File: src/rtl/man_seq_pkg.sv
package man_seq_pkg;
  localparam int CMD_W    = 16;
  localparam int WR_BIT   = 13;
  localparam int OP_LSB   = 8;
  localparam int OP_W     = 4;
  localparam int BYTE_W   = 8;
  localparam int LANES    = 4;
  localparam int ENTRY_W  = OP_W + BYTE_W;
  localparam int BITCNT_W = $clog2(BYTE_W);

  typedef enum logic [OP_W-1:0] {
    OP_CS_HI = 4'h0,
    OP_CS_LO = 4'h1,
    OP_CLK   = 4'h2,
    OP_SH1   = 4'h8,
    OP_SH2   = 4'h9,
    OP_SH4   = 4'hA
  } manOp_e;

  typedef struct packed {
    logic load;
    logic csHigh;
    logic csLow;
    logic sckHigh;
    logic sckLow;
    logic shift;
    logic finish;
  } seqStrobe_t;

  // number of data lanes used by an opcode (0 for non-shift primitives)
  function automatic logic [2:0] laneCount(input logic [OP_W-1:0] op);
    case (op)
      OP_SH1:  laneCount = 3'd1;
      OP_SH2:  laneCount = 3'd2;
      OP_SH4:  laneCount = 3'd4;
      default: laneCount = 3'd0;
    endcase
  endfunction

  // index of the final serial clock of a shift primitive
  function automatic logic [BITCNT_W-1:0] lastClock(input logic [OP_W-1:0] op);
    case (op)
      OP_SH1:  lastClock = BITCNT_W'(BYTE_W - 1);
      OP_SH2:  lastClock = BITCNT_W'(BYTE_W / 2 - 1);
      OP_SH4:  lastClock = BITCNT_W'(BYTE_W / 4 - 1);
      default: lastClock = '0;
    endcase
  endfunction

  function automatic logic [LANES-1:0] laneMask(input logic [2:0] width);
    case (width)
      3'd1:    laneMask = LANES'(4'b0001);
      3'd2:    laneMask = LANES'(4'b0011);
      3'd4:    laneMask = LANES'(4'b1111);
      default: laneMask = '0;
    endcase
  endfunction
endpackage

File: src/rtl/man_seq_fifo.sv
module man_seq_fifo #(
  parameter int W     = 12,
  parameter int DEPTH = 4
) (
  input  logic         clk,
  input  logic         rstN,
  input  logic         flush,
  input  logic         push,
  input  logic         pop,
  input  logic [W-1:0] din,
  output logic [W-1:0] dout,
  output logic         full,
  output logic         empty
);
  localparam int PTR_W = (DEPTH > 1) ? $clog2(DEPTH) : 1;
  localparam int CNT_W = $clog2(DEPTH + 1);

  logic [W-1:0]     mem [DEPTH];
  logic [PTR_W-1:0] wrPtr, rdPtr;
  logic [CNT_W-1:0] count;
  logic             doPush, doPop;

  assign full   = (count == CNT_W'(DEPTH));
  assign empty  = (count == '0);
  assign doPush = push && !full;
  assign doPop  = pop && !empty;
  assign dout   = mem[rdPtr];

  function automatic logic [PTR_W-1:0] bump(input logic [PTR_W-1:0] p);
    bump = (p == PTR_W'(DEPTH - 1)) ? '0 : p + 1'b1;
  endfunction

  always_ff @(posedge clk) begin
    if (doPush) mem[wrPtr] <= din;
  end

  always_ff @(posedge clk or negedge rstN) begin
    if (!rstN) begin
      wrPtr <= '0;
      rdPtr <= '0;
      count <= '0;
    end else if (flush) begin
      wrPtr <= '0;
      rdPtr <= '0;
      count <= '0;
    end else begin
      if (doPush) wrPtr <= bump(wrPtr);
      if (doPop)  rdPtr <= bump(rdPtr);
      case ({doPush, doPop})
        2'b10:   count <= count + 1'b1;
        2'b01:   count <= count - 1'b1;
        default: count <= count;
      endcase
    end
  end
endmodule

File: src/rtl/man_seq_ctrl.sv
module man_seq_ctrl
  import man_seq_pkg::*;
(
  input  logic            clk,
  input  logic            rstN,
  input  logic            manActive,
  input  logic            fifoEmpty,
  input  logic [OP_W-1:0] fifoOp,
  output logic            fifoPop,
  output seqStrobe_t      strb,
  output logic            busy,
  output logic            done
);
  typedef enum logic {ST_IDLE, ST_RUN} ctrlState_e;

  ctrlState_e          state, stateNxt;
  logic [OP_W-1:0]     opReg, opNxt;
  logic [BITCNT_W-1:0] bitCnt, cntNxt;
  logic                phase, phaseNxt;

  always_comb begin
    strb     = '0;
    fifoPop  = 1'b0;
    stateNxt = state;
    opNxt    = opReg;
    cntNxt   = bitCnt;
    phaseNxt = phase;
    if (!manActive) begin
      stateNxt = ST_IDLE;
      cntNxt   = '0;
      phaseNxt = 1'b0;
    end else if (state == ST_IDLE) begin
      if (!fifoEmpty) begin
        fifoPop   = 1'b1;
        strb.load = 1'b1;
        opNxt     = fifoOp;
        cntNxt    = '0;
        phaseNxt  = 1'b0;
        stateNxt  = ST_RUN;
      end
    end else begin
      case (opReg)
        OP_CS_HI: begin
          strb.csHigh = 1'b1;
          strb.finish = 1'b1;
          stateNxt    = ST_IDLE;
        end
        OP_CS_LO: begin
          strb.csLow  = 1'b1;
          strb.finish = 1'b1;
          stateNxt    = ST_IDLE;
        end
        OP_CLK: begin
          if (!phase) begin
            strb.sckHigh = 1'b1;
            phaseNxt     = 1'b1;
          end else begin
            strb.sckLow = 1'b1;
            strb.finish = 1'b1;
            phaseNxt    = 1'b0;
            stateNxt    = ST_IDLE;
          end
        end
        OP_SH1, OP_SH2, OP_SH4: begin
          if (!phase) begin
            strb.sckHigh = 1'b1;
            phaseNxt     = 1'b1;
          end else begin
            strb.sckLow = 1'b1;
            strb.shift  = 1'b1;
            phaseNxt    = 1'b0;
            if (bitCnt == lastClock(opReg)) begin
              strb.finish = 1'b1;
              stateNxt    = ST_IDLE;
            end else begin
              cntNxt = bitCnt + 1'b1;
            end
          end
        end
        default: begin
          strb.finish = 1'b1;
          stateNxt    = ST_IDLE;
        end
      endcase
    end
  end

  always_ff @(posedge clk or negedge rstN) begin
    if (!rstN) begin
      state  <= ST_IDLE;
      opReg  <= '0;
      bitCnt <= '0;
      phase  <= 1'b0;
    end else begin
      state  <= stateNxt;
      opReg  <= opNxt;
      bitCnt <= cntNxt;
      phase  <= phaseNxt;
    end
  end

  assign busy = (state == ST_RUN) || !fifoEmpty;
  assign done = strb.finish;
endmodule

File: src/rtl/man_seq_dp.sv
module man_seq_dp
  import man_seq_pkg::*;
(
  input  logic              clk,
  input  logic              rstN,
  input  logic              manActive,
  input  seqStrobe_t        strb,
  input  logic [OP_W-1:0]   loadOp,
  input  logic [BYTE_W-1:0] loadByte,
  input  logic              autoCsN,
  input  logic              autoSck,
  input  logic [LANES-1:0]  autoDat,
  input  logic [LANES-1:0]  autoDatOe,
  output logic              pinCsN,
  output logic              pinSck,
  output logic [LANES-1:0]  pinDat,
  output logic [LANES-1:0]  pinDatOe
);
  logic              csNReg;
  logic              sckReg;
  logic [BYTE_W-1:0] shiftReg;
  logic [2:0]        widthReg;
  logic [LANES-1:0]  oeReg;
  logic [LANES-1:0]  manDat;

  always_ff @(posedge clk or negedge rstN) begin
    if (!rstN) begin
      csNReg   <= 1'b1;
      sckReg   <= 1'b0;
      shiftReg <= '0;
      widthReg <= '0;
      oeReg    <= '0;
    end else if (!manActive) begin
      sckReg <= 1'b0;
      oeReg  <= '0;
    end else begin
      if (strb.load) begin
        shiftReg <= loadByte;
        widthReg <= laneCount(loadOp);
        oeReg    <= laneMask(laneCount(loadOp));
      end
      if (strb.csHigh)  csNReg <= 1'b1;
      if (strb.csLow)   csNReg <= 1'b0;
      if (strb.sckHigh) sckReg <= 1'b1;
      if (strb.sckLow)  sckReg <= 1'b0;
      if (strb.shift) begin
        case (widthReg)
          3'd1:    shiftReg <= shiftReg << 1;
          3'd2:    shiftReg <= shiftReg << 2;
          3'd4:    shiftReg <= shiftReg << 4;
          default: shiftReg <= shiftReg;
        endcase
      end
      if (strb.finish) oeReg <= '0;
    end
  end

  // top bits of the shift register, aligned so lane 0 carries the latest bit
  always_comb begin
    case (widthReg)
      3'd1:    manDat = LANES'(shiftReg[BYTE_W-1]);
      3'd2:    manDat = LANES'(shiftReg[BYTE_W-1 -: 2]);
      3'd4:    manDat = LANES'(shiftReg[BYTE_W-1 -: 4]);
      default: manDat = '0;
    endcase
  end

  assign pinCsN = manActive ? csNReg : autoCsN;
  assign pinSck = manActive ? sckReg : autoSck;

  for (genvar l = 0; l < LANES; l++) begin : g_lane
    assign pinDat[l]   = manActive ? (manDat[l] & oeReg[l]) : autoDat[l];
    assign pinDatOe[l] = manActive ? oeReg[l] : autoDatOe[l];
  end
endmodule

File: src/rtl/man_pin_seq.sv
module man_pin_seq
  import man_seq_pkg::*;
#(
  parameter int FIFO_DEPTH = 4
) (
  input  logic              clk,
  input  logic              rstN,
  input  logic              manSel,
  input  logic              manEn,
  input  logic              cmdValid,
  input  logic [CMD_W-1:0]  cmdWord,
  input  logic              autoCsN,
  input  logic              autoSck,
  input  logic [LANES-1:0]  autoDat,
  input  logic [LANES-1:0]  autoDatOe,
  input  logic              autoDualEn,
  output logic              pinCsN,
  output logic              pinSck,
  output logic [LANES-1:0]  pinDat,
  output logic [LANES-1:0]  pinDatOe,
  output logic              dualModeOut,
  output logic              cmdFull,
  output logic              busy,
  output logic              done
);
  logic               manActive;
  logic               cmdPush;
  logic [ENTRY_W-1:0] entryIn, entryOut;
  logic               fifoEmpty, fifoPop;
  seqStrobe_t         strb;
  logic               unusedCmdBits;

  assign manActive     = manSel && manEn;
  assign cmdPush       = cmdValid && manActive && cmdWord[WR_BIT];
  assign entryIn       = {cmdWord[OP_LSB +: OP_W], cmdWord[BYTE_W-1:0]};
  assign dualModeOut   = autoDualEn && !manActive;
  assign unusedCmdBits = ^{cmdWord[CMD_W-1:WR_BIT+1], cmdWord[WR_BIT-1:OP_LSB+OP_W]};

  man_seq_fifo #(.W(ENTRY_W), .DEPTH(FIFO_DEPTH)) fifo_i (
    .clk   (clk),
    .rstN  (rstN),
    .flush (!manActive),
    .push  (cmdPush),
    .pop   (fifoPop),
    .din   (entryIn),
    .dout  (entryOut),
    .full  (cmdFull),
    .empty (fifoEmpty)
  );

  man_seq_ctrl ctrl_i (
    .clk       (clk),
    .rstN      (rstN),
    .manActive (manActive),
    .fifoEmpty (fifoEmpty),
    .fifoOp    (entryOut[ENTRY_W-1 -: OP_W]),
    .fifoPop   (fifoPop),
    .strb      (strb),
    .busy      (busy),
    .done      (done)
  );

  man_seq_dp dp_i (
    .clk       (clk),
    .rstN      (rstN),
    .manActive (manActive),
    .strb      (strb),
    .loadOp    (entryOut[ENTRY_W-1 -: OP_W]),
    .loadByte  (entryOut[BYTE_W-1:0]),
    .autoCsN   (autoCsN),
    .autoSck   (autoSck),
    .autoDat   (autoDat),
    .autoDatOe (autoDatOe),
    .pinCsN    (pinCsN),
    .pinSck    (pinSck),
    .pinDat    (pinDat),
    .pinDatOe  (pinDatOe)
  );
endmodule

File: config.mk
export PLATFORM = sky130hd
export DESIGN_NAME = man_pin_seq
export DESIGN_NICKNAME = d
export VERILOG_FILES = /design/src/rtl/man_seq_pkg.sv /design/src/rtl/man_seq_fifo.sv /design/src/rtl/man_seq_ctrl.sv /design/src/rtl/man_seq_dp.sv /design/src/rtl/man_pin_seq.sv
export SDC_FILE = /design/constraint.sdc
export NUM_CORES = 1
export LEC_CHECK = 0
export BUFFER_PORTS_ARGS = -buffer_cell sky130_fd_sc_hd__buf_2
export CELL_PAD_IN_SITES_DETAIL_PLACEMENT = 1
export CELL_PAD_IN_SITES_GLOBAL_PLACEMENT = 2
export CORE_UTILIZATION = 39
export CTS_CLUSTER_DIAMETER = 120
export DETAILED_ROUTE_END_ITERATION = 6
export GPL_ROUTABILITY_DRIVEN = 1
export GPL_TIMING_DRIVEN = 0
export PLACE_DENSITY = 0.85
export SYNTH_ARGS = -nofsm -noshare
export SYNTH_HDL_FRONTEND = slang
export SYNTH_SLANG_ARGS = --single-unit
export TNS_END_PERCENT = 100
File: constraint.sdc
create_clock -name clk -period 3 [get_ports clk]
set_input_delay 0.45 -clock clk [delete_from_list [all_inputs] [get_ports clk]]
set_output_delay 0.45 -clock clk [all_outputs]
set_load 0.01 [all_outputs]
==> results.sh <==
export IMPL_status="finished clean"
export IMPL_setup_violations=0
export IMPL_crit_chain="nor3_1, or3_1, inv_1, buf_2, ha_1, fa_1, xnor2_1, or3_1, a21oi_1"
export IMPL_ctsResizeCount=0
export IMPL_core_um2=9770
export IMPL_netlist_area_um2=3920
export IMPL_ant_nets=0
export IMPL_clock_path_buffers=2
export IMPL_cts_hold_buf=0
export IMPL_die_w_um=102
export IMPL_vdd_ir_drop_max_mv=0.348
export IMPL_routed_wl_um=8840
export IMPL_nNetsFinal=422
export IMPL_grt_pass1_vias=2840
export IMPL_cp_top_family="simple AND/OR/NAND/NOR gates"
export IMPL_fin_setup_tns_ps=0
export IMPL_path_class="reg -> reg"
export IMPL_initial_core_util_pct=40.1
export IMPL_clock_sinks=80
export IMPL_crit_top_cell="or3_1"
export IMPL_core_rowCount=36
export IMPL_post_route_cell_area_um2=4480
export IMPL_post_route_min_period_ps=2820
export IMPL_max_slew_worst_pin_slew_ps=758
export IMPL_report_final_hold_viol_count=0
export IMPL_max_stage_delay_ps=450
export IMPL_syn_inst=329
export IMPL_cts_root_buffer="clkbuf_8"
export IMPL_seq_area_frac_synth_pct=57.2
export IMPL_slew_violations=0
export IMPL_async_flop_share_pct=40.0
export IMPL_antenna_found_initial=0
export IMPL_cts_buffers=9
export IMPL_first_iter_violations=132
export IMPL_rsz0062_at_grt="no"
export IMPL_grt_pass1_wl_um=14500
export IMPL_reg2regPathDepth=9
export IMPL_timing_rr_end="fifo_i.count[2]"
export IMPL_skew_ps=5.75
export IMPL_cp_data_arrival_time_ps=3090
export IMPL_grt_ovfl_total=0
export IMPL_synth_ff_type="edfxtp_1"
export IMPL_crit_path_start_kind="flop"
export IMPL_syn_nets=369
export IMPL_io_buffers=42
export IMPL_p_per_area_nw_per_um2=517
export IMPL_crit_path_top_delay_cell="dfrtp_1"
export IMPL_drv_cap=0
export IMPL_avgRoutedWirePerCell_um=17.0
export IMPL_cts_tree="done"
export IMPL_ys_ff_latch=80
export IMPL_cts_setup_buffers=0
export IMPL_syn_area_per_cell_um2=11.9
export IMPL_critPathCaptureType="flop"
export IMPL_p_leak_nw=1.80
export IMPL_fmax_mhz=355
export IMPL_drc_errors=0
export IMPL_synth_edff_count=48
export IMPL_layout_drive_gt1_share_pct=23.3
export IMPL_min_period_over_period_pct=93.9
export IMPL_crit_fanout=10
export IMPL_num_vias=2752
export IMPL_r2r_slack_ps=180
export IMPL_cp_required_ps=3270
export IMPL_clk_pin_slew_ps=90
export IMPL_finalWeightedCongestion=0.798
export IMPL_synth_cell_types=55
export IMPL_ys_warn_count=0
export IMPL_dpl_hpwl_um=6420
export IMPL_critPathBufInv=2
export IMPL_slew_limit_headroom_pct=49.5
export IMPL_ios=46
export IMPL_die_y_um=102
export IMPL_grtUsageTotal_pct=18.7
export IMPL_dpl_cell_area_um2=4300
export IMPL_via_per_inst=5.29
export IMPL_dieArea_um2=10500
export IMPL_hold_path_class="in -> async"
export IMPL_clk_latency_ps=350
export IMPL_ctsHtreeMaxLevel=3
export IMPL_timing_rr_start="fifo_i.count[0]"
export IMPL_syn_to_final_growth_pct=14.4
export IMPL_antenna_cells=0
export IMPL_grt_max_degree=33
export IMPL_firstDrtPassIters=5
[worst reg2reg max path, stage by stage (launching register included)]
cell,delay (ps)
dfrtp_1,450
nor3_1,420
or3_1,270
inv_1,120
buf_2,200
ha_1,260
fa_1,390
xnor2_1,150
or3_1,310
a21oi_1,180
[routing by layer]
metal / part of all wire [%] / vias to the layer above / track usage, % / routed length, um
li1: - / 1314 / - / -
met1: 49 / 1387 / 25.1 / 4310
met2: 48 / 44 / 31.0 / 4260
met3: 2.3 / 7 / 3.90 / 199
met4: 0.77 / 0 / 4.40 / 68
met5: 0 / - / 0 / 0
[registers in the layout, indices dropped and copies added (netlist names)]
name / count
fifo_i.mem: 48
ctrl_i.state: 1
dp_i.sckReg: 1
ctrl_i.opReg: 4
dp_i.oeReg: 3
dp_i.widthReg: 3
ctrl_i.phase: 1
fifo_i.wrPtr: 2
ctrl_i.bitCnt: 3
fifo_i.count: 3
fifo_i.rdPtr: 2
dp_i.shiftReg: 8
dp_i.csNReg: 1
[final cells by class]
cell class / count / area (um^2)
Sequential cell: 80 / 2240
Tap cell: 133 / 166
Timing Repair Buffer: 42 / 210
Clock buffer: 9 / 124
Buffer: 15 / 82.6
Inverter: 12 / 45.0
Clock inverter: 7 / 63.8
Fill cell: 1072 / 5290
Multi-Input combinational cell: 222 / 1550
[cell families (layout without fill, tap and decap cells)]
group | count (synthesis) | in the layout | synth area share (%)
fa+ha+maj | 8 | 8 | 2.75
compound gates | 67 | 67 | 11.0
flops | 80 | 80 | 57.2
xor+xnor | 7 | 7 | 1.56
mux | 18 | 18 | 8.43
buf+inv | 27 | 85 | 3.26
simple gates | 122 | 122 | 15.8
[worst max-delay path by stage]
stage	start	endpoint	slack, ps	cells past startpoint
2_1_floorplan	fifo_i.count[0]	fifo_i.count[2]	600	9
3_5_place_dp	fifo_i.count[0]	fifo_i.count[2]	170	9
5_1_grt	fifo_i.count[0]	fifo_i.count[2]	20	9
4_1_cts	fifo_i.count[0]	fifo_i.count[2]	150	9
6_report	fifo_i.count[0]	fifo_i.count[2]	180	9
3_3_place_gp	fifo_i.count[0]	fifo_i.count[2]	260	9
[synthesized netlist by cell type (all sizes together) (5+ instances only)]
cell type / count / area share, %
clkbuf: 6 / 0.61
mux2i: 6 / 1.5
and2: 7 / 1.1
o21ai: 20 / 2.6
nor2: 20 / 1.9
a21oi: 12 / 1.6
o22ai: 6 / 0.96
nand3: 6 / 0.77
o31ai: 6 / 1.1
ha: 7 / 2.2
xnor2: 5 / 1.1
mux4: 12 / 6.9
nor3: 7 / 1.0
nand2: 53 / 5.1
dfrtp: 31 / 20
inv: 12 / 1.1
edfxtp: 48 / 37
nand2b: 10 / 1.6
buf: 9 / 1.5
[where the power goes]
part           total (mW)  internal (mW)  switching [mW]
clock               0.763          0.318           0.445
combinational       0.285          0.117           0.168
sequential           1.27           1.21          0.0578
[metrics by stage]
| step | setup WS, ps | total power [mW] | instances | utilization, % | hold slack [ps] |
|---|---|---|---|---|---|
| floorplan | 599 | 1.46 | 329 | - | 154 |
| global placement | 256 | 1.56 | 504 | 43.9 | 469 |
| detailed placement | 173 | 1.58 | 504 | 43.9 | 482 |
| CTS | 149 | 2.33 | 520 | 45.9 | 177 |
| global route | 23.0 | 2.42 | 520 | 45.9 | 206 |
| finish | 182 | 2.32 | 520 | 45.9 | 157 |
[placed cells by master, fill, tap and decap left out, types with 3 or more instances in the layout]
cell      Yosys  final
o31ai_1       6      6
nor2b_1       3      3
mux4_2       12     12
inv_1        12     12
o221ai_1      4      4
a21oi_1      11     11
dfrtp_1      31     31
buf_2         5     47
nor3_1        6      6
ha_1          7      7
nand2b_1     10     10
a22oi_1       3      3
and2_1        7      7
xnor2_1       5      5
o22ai_1       6      6
a31oi_1       4      4
nor2_1       20     20
buf_4         3      3
nand2_1      52     52
or3_1         3      3
mux2i_1       6      6
o21ai_0      19     19
clkbuf_8      0      9
nand3_1       6      6
edfxtp_1     48     48
clkbuf_1      5      5
Note: power is estimated with default switching activity, not from simulation.
